[src/rtl/bmw_pkg.sv]
package bmw_pkg;

    typedef enum logic [0:0] {
        ST_IDLE = 1'b0,
        ST_HOLD = 1'b1
    } acc_state_e;

    function automatic int bmw_max(input int a, input int b);
        return (a > b) ? a : b;
    endfunction

endpackage

[src/rtl/bmw_latch_regs.sv]
module bmw_latch_regs #(
    parameter int DATA_W   = 8,
    parameter int PORT_W   = 8,
    parameter int DEC_W    = 5,
    parameter int ALIAS_W  = 2,
    parameter logic [DEC_W-1:0] RAM_BASE = 5'h18,
    parameter logic [DEC_W-1:0] ROM_BASE = 5'h1C
) (
    input  logic              clk,
    input  logic              rst_n,
    input  logic              io_wr,
    input  logic              io_rd,
    input  logic [PORT_W-1:0] io_port,
    input  logic [DATA_W-1:0] io_wdata,
    output logic [DATA_W-1:0] ram_latch,
    output logic [DATA_W-1:0] rom_latch,
    output logic [DATA_W-1:0] io_rdata,
    output logic              io_rdata_oe
);
    localparam int N_LATCH = 2;
    localparam int TAG_W   = DEC_W - ALIAS_W;
    localparam logic [DEC_W-1:0] BASES [N_LATCH] = '{RAM_BASE, ROM_BASE};

    logic [N_LATCH-1:0]             hit;
    logic [N_LATCH-1:0][DATA_W-1:0] latch_q;
    logic [TAG_W-1:0]               port_tag;

    // Only the low DEC_W port bits take part in the decode; the alias bits are dropped too.
    assign port_tag = io_port[DEC_W-1:ALIAS_W];

    for (genvar g = 0; g < N_LATCH; g++) begin : g_latch
        assign hit[g] = (port_tag == BASES[g][DEC_W-1:ALIAS_W]);

        always_ff @(posedge clk or negedge rst_n) begin
            if (!rst_n)
                latch_q[g] <= '0;
            else if (io_wr && hit[g])
                latch_q[g] <= io_wdata;
        end
    end

    assign ram_latch = latch_q[0];
    assign rom_latch = latch_q[1];

    // Write-only latches: a read returns all ones and drives the bus only when a latch port matches.
    always_comb begin
        io_rdata_oe = io_rd && (|hit);
        io_rdata    = io_rdata_oe ? '1 : '0;
    end

endmodule

[src/rtl/bmw_access_fsm.sv]
module bmw_access_fsm
    import bmw_pkg::*;
#(
    parameter int PG_W = 5
) (
    input  logic            clk,
    input  logic            rst_n,
    input  logic            mem_rd,
    input  logic            mem_wr,
    input  logic            live_sel,
    input  logic [PG_W-1:0] live_page,
    output logic            eff_sel,
    output logic [PG_W-1:0] eff_page
);
    acc_state_e      state_q, state_d;
    logic            snap_sel_q;
    logic [PG_W-1:0] snap_page_q;
    logic            strobe;

    assign strobe = mem_rd || mem_wr;

    // State register and capture of the mapping on the start transition.
    always_ff @(posedge clk or negedge rst_n) begin
        if (!rst_n) begin
            state_q     <= ST_IDLE;
            snap_sel_q  <= 1'b0;
            snap_page_q <= '0;
        end else begin
            state_q <= state_d;
            if (state_q == ST_IDLE && strobe) begin
                snap_sel_q  <= live_sel;
                snap_page_q <= live_page;
            end
        end
    end

    // Next state and outputs.
    always_comb begin
        state_d  = state_q;
        eff_sel  = live_sel;
        eff_page = live_page;
        unique case (state_q)
            ST_IDLE: begin
                if (strobe)
                    state_d = ST_HOLD;       // start
            end
            ST_HOLD: begin
                eff_sel  = snap_sel_q;
                eff_page = snap_page_q;
                if (!strobe)
                    state_d = ST_IDLE;       // finish
            end
            default: state_d = ST_IDLE;
        endcase
    end

endmodule

[src/rtl/bmw_addr_map.sv]
module bmw_addr_map #(
    parameter int CPU_AW = 16,
    parameter int OFS_W  = 15,
    parameter int PG_W   = 5
) (
    input  logic              eff_sel,
    input  logic [PG_W-1:0]   eff_page,
    input  logic [CPU_AW-1:0] cpu_addr,
    input  logic              mem_rd,
    input  logic              mem_wr,
    input  logic              rom_prog_en,
    output logic [PG_W+OFS_W-1:0] phys_addr,
    output logic              ram_cs,
    output logic              rom_cs,
    output logic              ram_we,
    output logic              rom_we
);
    logic in_win;
    logic rom_ok;

    assign in_win = !cpu_addr[CPU_AW-1] && (mem_rd || mem_wr);
    assign rom_ok = mem_rd || (mem_wr && rom_prog_en);

    always_comb begin
        phys_addr = {eff_page, cpu_addr[OFS_W-1:0]};
        ram_cs    = in_win && eff_sel;
        ram_we    = in_win && eff_sel && mem_wr;
        rom_cs    = in_win && !eff_sel && rom_ok;
        rom_we    = in_win && !eff_sel && mem_wr && rom_prog_en;
    end

endmodule

[src/rtl/bank_window_mapper.sv]
module bank_window_mapper
    import bmw_pkg::*;
#(
    parameter int DATA_W   = 8,
    parameter int PORT_W   = 8,
    parameter int CPU_AW   = 16,
    parameter int RAM_PG_W = 4,
    parameter int ROM_PG_W = 5,
    parameter int SEL_BIT  = 7,
    parameter int DEC_W    = 5,
    parameter int ALIAS_W  = 2,
    parameter logic [DEC_W-1:0] RAM_BASE = 5'h18,
    parameter logic [DEC_W-1:0] ROM_BASE = 5'h1C,
    localparam int OFS_W   = CPU_AW - 1,
    localparam int PG_W    = bmw_max(RAM_PG_W, ROM_PG_W),
    localparam int PHYS_AW = PG_W + OFS_W
) (
    input  logic               clk,
    input  logic               rst_n,
    input  logic               io_wr,
    input  logic               io_rd,
    input  logic [PORT_W-1:0]  io_port,
    input  logic [DATA_W-1:0]  io_wdata,
    output logic [DATA_W-1:0]  io_rdata,
    output logic               io_rdata_oe,
    input  logic               mem_rd,
    input  logic               mem_wr,
    input  logic [CPU_AW-1:0]  cpu_addr,
    input  logic               rom_prog_en,
    output logic [PHYS_AW-1:0] phys_addr,
    output logic               ram_cs,
    output logic               rom_cs,
    output logic               ram_we,
    output logic               rom_we
);
    logic [DATA_W-1:0] ram_latch, rom_latch;
    logic              live_sel, eff_sel;
    logic [PG_W-1:0]   live_page, eff_page;

    bmw_latch_regs #(
        .DATA_W(DATA_W), .PORT_W(PORT_W), .DEC_W(DEC_W), .ALIAS_W(ALIAS_W),
        .RAM_BASE(RAM_BASE), .ROM_BASE(ROM_BASE)
    ) u_latch (
        .clk(clk), .rst_n(rst_n), .io_wr(io_wr), .io_rd(io_rd),
        .io_port(io_port), .io_wdata(io_wdata),
        .ram_latch(ram_latch), .rom_latch(rom_latch),
        .io_rdata(io_rdata), .io_rdata_oe(io_rdata_oe)
    );

    // Live mapping: the select bit lives in the ROM latch; pages are zero-extended to PG_W.
    always_comb begin
        live_sel  = rom_latch[SEL_BIT];
        live_page = '0;
        if (live_sel)
            live_page[RAM_PG_W-1:0] = ram_latch[RAM_PG_W-1:0];
        else
            live_page[ROM_PG_W-1:0] = rom_latch[ROM_PG_W-1:0];
    end

    bmw_access_fsm #(.PG_W(PG_W)) u_fsm (
        .clk(clk), .rst_n(rst_n), .mem_rd(mem_rd), .mem_wr(mem_wr),
        .live_sel(live_sel), .live_page(live_page),
        .eff_sel(eff_sel), .eff_page(eff_page)
    );

    bmw_addr_map #(.CPU_AW(CPU_AW), .OFS_W(OFS_W), .PG_W(PG_W)) u_map (
        .eff_sel(eff_sel), .eff_page(eff_page), .cpu_addr(cpu_addr),
        .mem_rd(mem_rd), .mem_wr(mem_wr), .rom_prog_en(rom_prog_en),
        .phys_addr(phys_addr), .ram_cs(ram_cs), .rom_cs(rom_cs),
        .ram_we(ram_we), .rom_we(rom_we)
    );

endmodule

[config.mk]
export PLATFORM = sky130hd
export DESIGN_NAME = bank_window_mapper
export DESIGN_NICKNAME = d
export VERILOG_FILES = /design/src/rtl/bmw_pkg.sv /design/src/rtl/bmw_latch_regs.sv /design/src/rtl/bmw_access_fsm.sv /design/src/rtl/bmw_addr_map.sv /design/src/rtl/bank_window_mapper.sv
export SDC_FILE = /design/constraint.sdc
export NUM_CORES = 1
export LEC_CHECK = 0
export BUFFER_PORTS_ARGS = -buffer_cell sky130_fd_sc_hd__buf_2
export CORE_AREA = 2 2 54 56
export DETAILED_ROUTE_END_ITERATION = 7
export DIE_AREA = 0 0 56 58
export HOLD_SLACK_MARGIN = 0.03
export PLACE_DENSITY = 0.77
export SYNTH_ARGS = -nofsm -noshare
export SYNTH_HDL_FRONTEND = slang
export SYNTH_SLANG_ARGS = --single-unit
[constraint.sdc]
create_clock -name clk -period 1.7 [get_ports clk]
set_clock_uncertainty 0.1 [all_clocks]
set_input_delay 0.34 -clock clk [delete_from_list [all_inputs] [get_ports clk]]
set_output_delay 0.34 -clock clk [all_outputs]
set_load 0.02 [all_outputs]
# Yosys cells after proc, flatten, opt, wreduce, memory -nomap -nowiden
# Cells that the tools add are included.
[word_totals]
ff_bits = 19
input_bits = 39
output_inout_bits = 33
elab_cells = 31
[op_classes]
n_eq_ne = 2
mux = 6
bitwise = 1
n_reduce_logical = 17
[op_table]
columns = ["op", "count"]
rows = [
  ["logical AND 1 bit", 12],
  ["two-way mux 8 bit", 1],
  ["== test 3 bit, second input constant", 2],
  ["two-way mux 5 bit", 1],
  ["two-way mux 4 bit", 1],
  ["two-way mux 1 bit", 3],
  ["zero test 1 bit", 2],
  ["logical OR 1 bit", 2],
  ["OR reduction 2 bit", 1],
  ["inverter 1 bit", 1],
]

# Depth between registers and ports, before layout
# Gate-level depths: netlist of the first run.
[logic_depth]
ltp_word = 5
mapped_depth = 4
mapped_depth_nobuf = 2

# Hierarchy
# A second synthesis of the first run with hierarchy kept.
[hier_totals]
cells_unflattened = 97
hier_area_um2 = 1315.0
[modules_own_cells]
columns = ["mod", "instances", "cells_each", "area_each_um2", "seq_area_each_um2"]
rows = [
  ["bmw_latch_regs", 1, 43, 693.2, 400.4],
  ["bmw_access_fsm", 1, 22, 369.1, 175.2],
  ["bmw_addr_map", 1, 27, 198.9, 0.0],
  ["bank_window_mapper", 1, 5, 53.8, 0.0],
]

# Worst setup path before layout of the first run
# Ideal clock, no wire load.
[synth_path]
path_type = "reg2out"
startpoint = "register u_fsm.state_q"
endpoint = "output port rom_cs"
arrival_ps = 1259
required_time_ps = 1260
path_slack_ps = 1
path_stages_with_launch = 4
path_buffers = 1
path_cell_list = "dfrtp_1 buf_6 mux2i_1 nor3b_1"
[synth_between]
elab_chain_cells = 4
[synth_lines]
columns = ["element", "line_no", "text"]
rows = [
  ["start: declaration", "bmw_access_fsm.sv:15", "acc_state_e state_q, state_d;"],
  ["start signal: assignment", "bmw_access_fsm.sv:29", "state_q <= state_d;"],
  ["two-way mux 1 bit", "bmw_access_fsm.sv:42", "unique case (state_q)"],
  ["zero test 1 bit", "bmw_addr_map.sv:28", "rom_cs = in_win && !eff_sel && rom_ok;"],
  ["logical AND 1 bit (2 in a row)", "bmw_addr_map.sv:28", ""],
  ["end: declaration", "bank_window_mapper.sv:32", "output logic rom_cs,"],
]
# No other way between the ends.

# Final worst setup path of the first run
[layout_path]
startpoint = "register u_latch.latch_q, in the netlist u_latch.rom_latch[7]"
endpoint = "output port phys_addr[15]"
[layout_between]
elab_chain_cells = 2
[layout_lines]
columns = ["element", "line_no", "text"]
rows = [
  ["start: declaration", "bmw_latch_regs.sv:25", "logic [N_LATCH-1:0][DATA_W-1:0] latch_q;"],
  ["start signal: indexed assignment", "bmw_latch_regs.sv:38", "latch_q[g] <= io_wdata;"],
  ["two-way mux 4 bit", "bank_window_mapper.sv:54", "if (live_sel)"],
  ["two-way mux 5 bit", "bmw_access_fsm.sv:42", ""],
  ["end: declaration", "bank_window_mapper.sv:30", "output logic [PHYS_AW-1:0] phys_addr,"],
]
# No other way between the ends.

==> results.cfg, run 1 <==
[worst_setup_path]
crit_top_cell = mux2_4
crit_path_end_kind = output port
max_stage_delay_ns = 0.50
start_kind = register
rrSetupSlack_ns = 0.28
worstPathArrival_ns = 1.53
r2r_cells = 3
crit_path_cell_trace = mux2_4 -> mux2_4 -> buf_6
cp_top_family = multiplexers
crit_buf_inv = 1
crit_path_max_fanout = 7
rr_startpoint = u_fsm.state_q
reg2reg_to = u_fsm.snap_page_q[3]
cp_data_required_time_ns = 1.26
cpMaxStageDelayCell = dfrtp_2
critPathKind = reg2out
startpoint = u_latch.rom_latch[7]

[yosys]
avgSynthCellArea_um2 = 12.6
syn_nets = 122
yosys_register_bits = 17
synth.yosys.seq_area_share = 0.408
synth_warnings = 0
yosysUniqueCellTypes = 19
syn_area_um2 = 1040
synthCells = 83

[timing]
rsz0062_at_grt = yes
worst_pin_slew_ns = 0.372
slew_headroom = 0.752
setup_ws_ns = -0.274
timing.hold.ws_ns = 0.174
timing.fmax_mhz = 507
setup_viol = 9
period_share = 1.16
hold_viol = 0
period_minus_slack_ns = 1.97
tns_ns = -1.64
maxSlewViolCount = 0

[clock_network]
cts_sinks = 17
path_clk_slew_ns = 0.11
cts-buffers-inserted = 3
h-tree-depth = 1
cts_tree = yes
insertion_delay_ns = 0.29
cts_buffer_depth = 2
clockRootBuffer = clkbuf_4

[layout]
drive_gt1_frac = 0.700
post-route-cell-area_um2 = 1170
syn2layout_area_growth_pct = 12.0
nNetsFinal = 140
fillers = 258
diodes = 0
fin_util = 0.439

[route]
viasPerCell = 4.86
drc = 0
ant_nets = 0
drtIter0Drc = 8
vias = 637
wl_per_cell_um = 13.1
first_pass_iters = 4
finalWirelength_um = 1720

[floorplan]
die_w_um = 56
die_h_um = 58
die_area_um2 = 3250
core_um2 = 2660
initial_core_util = 0.392
ioPinCount = 72
num_rows = 19

[place]
portBuffers = 34
gp_congestion = 0.657
pre_cts_slack_ns = -0.0278
placed_cell_area_um2 = 1060

[outcome]
outcome = finished, violations left
violations = negative setup slack

[worst_hold_path]
min_path_cells = 2
worstHoldPathType = in2reg
min_from = io_wdata[4]
hold_path_end = u_latch.rom_latch[4]

[global_route]
grt_use_total = 0.112
antenna_found_initial = 0
grt_pass1_vias = 668
grt-ovfl-total = 0
grt_pass1_wl_um = 2940
grt_max_degree = 18

[power_and_ir_drop]
p_leak_nw = 0.592
peakVddDrop_uv = 702
p_per_area_nw_per_um2 = 1200

[flow_run]
cap_violations = 0
[state kept, by name, summed over array words and instances, names as in the netlist]
signal	count
u_fsm.snap_page_q	5
u_fsm.state_q	1
u_latch.rom_latch	6
u_latch.ram_latch	4
u_fsm.snap_sel_q	1
[synthesized netlist by cell type]
cell type	count	area share
nand4_1	1	0.0060
a21oi_1	1	0.0048
nor3b_1	2	0.014
nor2_1	1	0.0036
nand2b_1	1	0.0060
mux2i_1	2	0.019
and4b_1	1	0.0096
buf_6	3	0.032
mux2_2	14	0.15
o21ba_4	1	0.016
nand4b_1	1	0.0084
inv_1	2	0.0072
o21ai_0	1	0.0048
nand2_1	1	0.0036
nor3_1	1	0.0048
buf_4	23	0.17
and3_1	1	0.0060
dfrtp_1	17	0.41
mux2_4	9	0.13
[cells by family (layout without fill, tap and decap cells)]
| kind of cell | after synthesis | after routing | synth area share |
|---|---|---|---|
| buffers and inverters | 28 | 45 | 0.205 |
| multiplexers | 25 | 25 | 0.300 |
| flip-flops | 17 | 17 | 0.408 |
| AND/OR/NAND/NOR | 10 | 10 | 0.0623 |
| AO/OA/AOI/OAI | 3 | 3 | 0.0252 |
[per-layer routing]
metal  vias up  global-route usage  wire length [um]
li1        293                   -                 -
met1       306               0.125               657
met2        30               0.208               892
met3         8              0.0246               143
met4         0              0.0442                25
met5         -                   0                 0
[layout by cell type, fill, tap and decap left out]
| cell type | count |
|---|---|
| nor3b_1 | 2 |
| dlygate4sd3_1 | 1 |
| mux2_4 | 10 |
| nand2b_4 | 1 |
| buf_4 | 3 |
| a21oi_1 | 1 |
| and3_1 | 1 |
| o21ba_4 | 1 |
| mux2_2 | 13 |
| dfrtp_2 | 1 |
| buf_2 | 29 |
| mux2i_2 | 1 |
| nor2_1 | 1 |
| mux2i_1 | 1 |
| and4b_1 | 1 |
| nand2_1 | 1 |
| clkbuf_4 | 3 |
| clkinv_2 | 1 |
| nor3_1 | 1 |
| dfrtp_1 | 16 |
| buf_6 | 6 |
| nand4b_1 | 1 |
| nand4_1 | 1 |
| inv_1 | 2 |
| o21ai_2 | 1 |
[final cells by class]
type | count | area (um2) | share of cell area
flip-flops and latches | 17 | 427 | 0.365
repair buffers | 39 | 245 | 0.210
clock buffers | 3 | 22.5 | 0.0193
clock inverters | 1 | 5.00 | 0.00428
well taps | 31 | 38.8 | 0.0332
inverters | 2 | 7.51 | 0.00642
multi-input cells | 38 | 423 | 0.362
[metrics by stage]
step,total power [W],cells
2_1_floorplan,0.00101,83
3_3_place_gp,0.00106,124
3_5_place_dp,0.00108,124
4_1_cts,0.00140,131
5_1_grt,0.00149,131
6_report,0.00141,131
[what timing repair did]
item                                    4_1_cts  5_1_grt
buffers inserted                              2        0
endpoints found under the hold margin        17        0
hold buffers                                  1        0
endpoints found under the setup margin        9        9
pin swaps                                     1        1
gates resized for setup                      15        2
[worst max path at each step]
| stage | end | cells past startpoint | slack, ns |
|---|---|---|---|
| floorplan | rom_cs | 3 | 0.001 |
| CTS | phys_addr[18] | 3 | -0.26 |
| finish | phys_addr[15] | 3 | -0.27 |
| global placement | phys_addr[15] | 3 | -0.02 |
| global route | phys_addr[15] | 3 | -0.31 |
| detailed placement | phys_addr[17] | 3 | -0.03 |
[where the power goes]
part	leakage, nW	switching, W	total (W)	internal (W)
Sequential	0.203	0.0000800	0.000596	0.000516
Clock	0.0177	0.000127	0.000215	0.0000873
Combinational	0.372	0.000234	0.000597	0.000364
No activity file was read; power rests on OpenSTA's default activity.
==> run 2, diff against run 1 <==
Settings changed: CELL_PAD_IN_SITES_DETAIL_PLACEMENT set to 1, CELL_PAD_IN_SITES_GLOBAL_PLACEMENT set to 2, CORE_AREA 2 2 54 56 to 2 2 71 73, DIE_AREA 0 0 56 58 to 0 0 73 75, PLACE_DENSITY 0.77 to not set, PLACE_DENSITY_LB_ADDON set to 0.1.
==> run 2 against run 1 <==
Effect of this change:
- the flow still finishes with violations (negative setup slack)
- clock power up 42%
- power grew 8.3%
- sequential cell count is the same
- worst hold slack better by 0.043 ns
- wire length rose by 23%
- critical path depth is the same
- critical path type unchanged
==> results.cfg, run 2 (same netlist as run 1, synthesis figures left out) <==
[clock_network]
cts_tree = yes
insertion_delay_ns = 0.25
path_clk_slew_ns = 0.07
cts-buffers-inserted = 3
cts_buffer_depth = 2
cts_sinks = 17
h-tree-depth = 1
clockRootBuffer = clkbuf_8

[layout]
instances_no_fill = 156
largest_reg_flops = 6
syn2layout_area_growth_pct = 20.1
drive_gt1_frac = 0.706
final_common_cell = buf_2
nNetsFinal = 142
diodes = 0
layout_common_cells = buf_2, dfrtp_1, mux2_4, mux2_2, buf_4

[global_route]
grt_use_total = 0.0803
grt_max_degree = 18
grt_pass1_wl_um = 3350
antenna_found_initial = 0
grt-ovfl-total = 0
grt_pass1_vias = 728

[place]
portBuffers = 34
pre_cts_slack_ns = -0.0967
gp_congestion = 0.646
dp.cells = 148

[worst_setup_path]
crit_path_end_kind = output port
startpoint = u_latch.rom_latch[7]
start_kind = register
cpMaxStageDelayCell = dfrtp_2
worstPathArrival_ns = 1.49
crit_top_cell = mux2_4
crit_path_cell_trace = mux2_4 -> mux2_4 -> buf_6
max_stage_delay_ns = 0.49
rr_startpoint = u_fsm.state_q
critPathKind = reg2out
crit_path_max_fanout = 7
cp_data_required_time_ns = 1.26

[power_and_ir_drop]
total_power_w = 0.00152
peakVddDrop_uv = 387
p_leak_nw = 0.620
p_per_area_nw_per_um2 = 1220

[floorplan]
die_area_um2 = 5480
num_rows = 25
core_um2 = 4660
initial_core_util = 0.224
ioPinCount = 72
die_h_um = 75
die_w_um = 73

[route]
ant_nets = 0
drc = 0
first_pass_iters = 2
drtIter0Drc = 5
wl_per_cell_um = 13.5
finalWirelength_um = 2110
viasPerCell = 4.35
vias = 678

[timing]
hold_viol = 0
timing.fmax_mhz = 519
setup_ws_ns = -0.228
worst_pin_slew_ns = 0.408
rsz0062_at_grt = yes
period_minus_slack_ns = 1.93
setup_viol = 9
period_share = 1.13
slew_headroom = 0.728
maxSlewViolCount = 0

[worst_hold_path]
min_from = io_wdata[4]
worstHoldPathType = in2reg

[flow_run]
cap_violations = 0

[outcome]
violations = negative setup slack
outcome = finished, violations left
-- run 2: cell count changes in the layout (fill, tap and decap cells not counted), sizes merged --
cell,previous run,this run
buf,38,40
-- run 2: stage by stage --
step	cell area [um2]	TNS, ns	hold WS [ns]	utilization
after floorplan	1040	0	-0.0556	-
after global placement	1100	-0.289	0.200	0.235
final	1250	-1.57	0.217	0.269
after detailed placement	1100	-0.359	0.201	0.235
after global routing	1250	-2.05	0.224	0.269
after CTS	1200	-1.56	0.212	0.258
-- run 2: final cells by class --
class / instances / area, um2
Fill cell: 520 / 3410
Clock inverter: 1 / 5.00
Clock buffer: 3 / 41.3
Tap cell: 54 / 67.6
Multi-Input combinational cell: 38 / 442
Inverter: 2 / 7.51
Timing Repair Buffer: 41 / 264
Sequential cell: 17 / 427
-- run 2: path summary, 6_finish.rpt --
check | endpoint | slack [ns] | depth (start not counted)
min | u_latch.rom_latch[4] | 0.22 | 2
max reg2reg | u_fsm.snap_page_q[2] | 0.24 | 3
min reg2reg | u_latch.rom_latch[0] | 0.41 | 1
max in group asynchronous | u_latch.rom_latch[7] | 0.75 | 2
min in group asynchronous | u_latch.ram_latch[3] | 0.44 | 2
max | phys_addr[16] | -0.23 | 3
-- run 2: power breakdown --
group	switching (W)	internal (W)	total [W]
logic	0.000236	0.000389	0.000625
clock network	0.000143	0.000162	0.000305
registers	0.0000779	0.000517	0.000595
total	0.000456	0.00107	0.00152
-- run 2: per-layer routing --
metal / track usage / part of all wire / vias to the layer above
li1: - / - / 299
met1: 0.0941 / 0.41 / 334
met2: 0.137 / 0.50 / 41
met3: 0.0241 / 0.085 / 4
met4: 0.0329 / 0.0090 / 0
met5: 0 / 0 / -
-- run 2: what timing repair did --
action | CTS | global route
setup endpoints to repair | 9 | 9
endpoints found under the hold margin | 17 | 0
hold buffers | 1 | 0
gates resized for setup | 13 | 10
pin swaps | 0 | 1
buffers inserted | 1 | 2
-- run 2: worst max-delay path, delay by kind of cell (launching register included) --
kind / cells / cell delay [ns]
flops: 1 / 0.49
mux: 2 / 0.61
buf+inv: 1 / 0.13
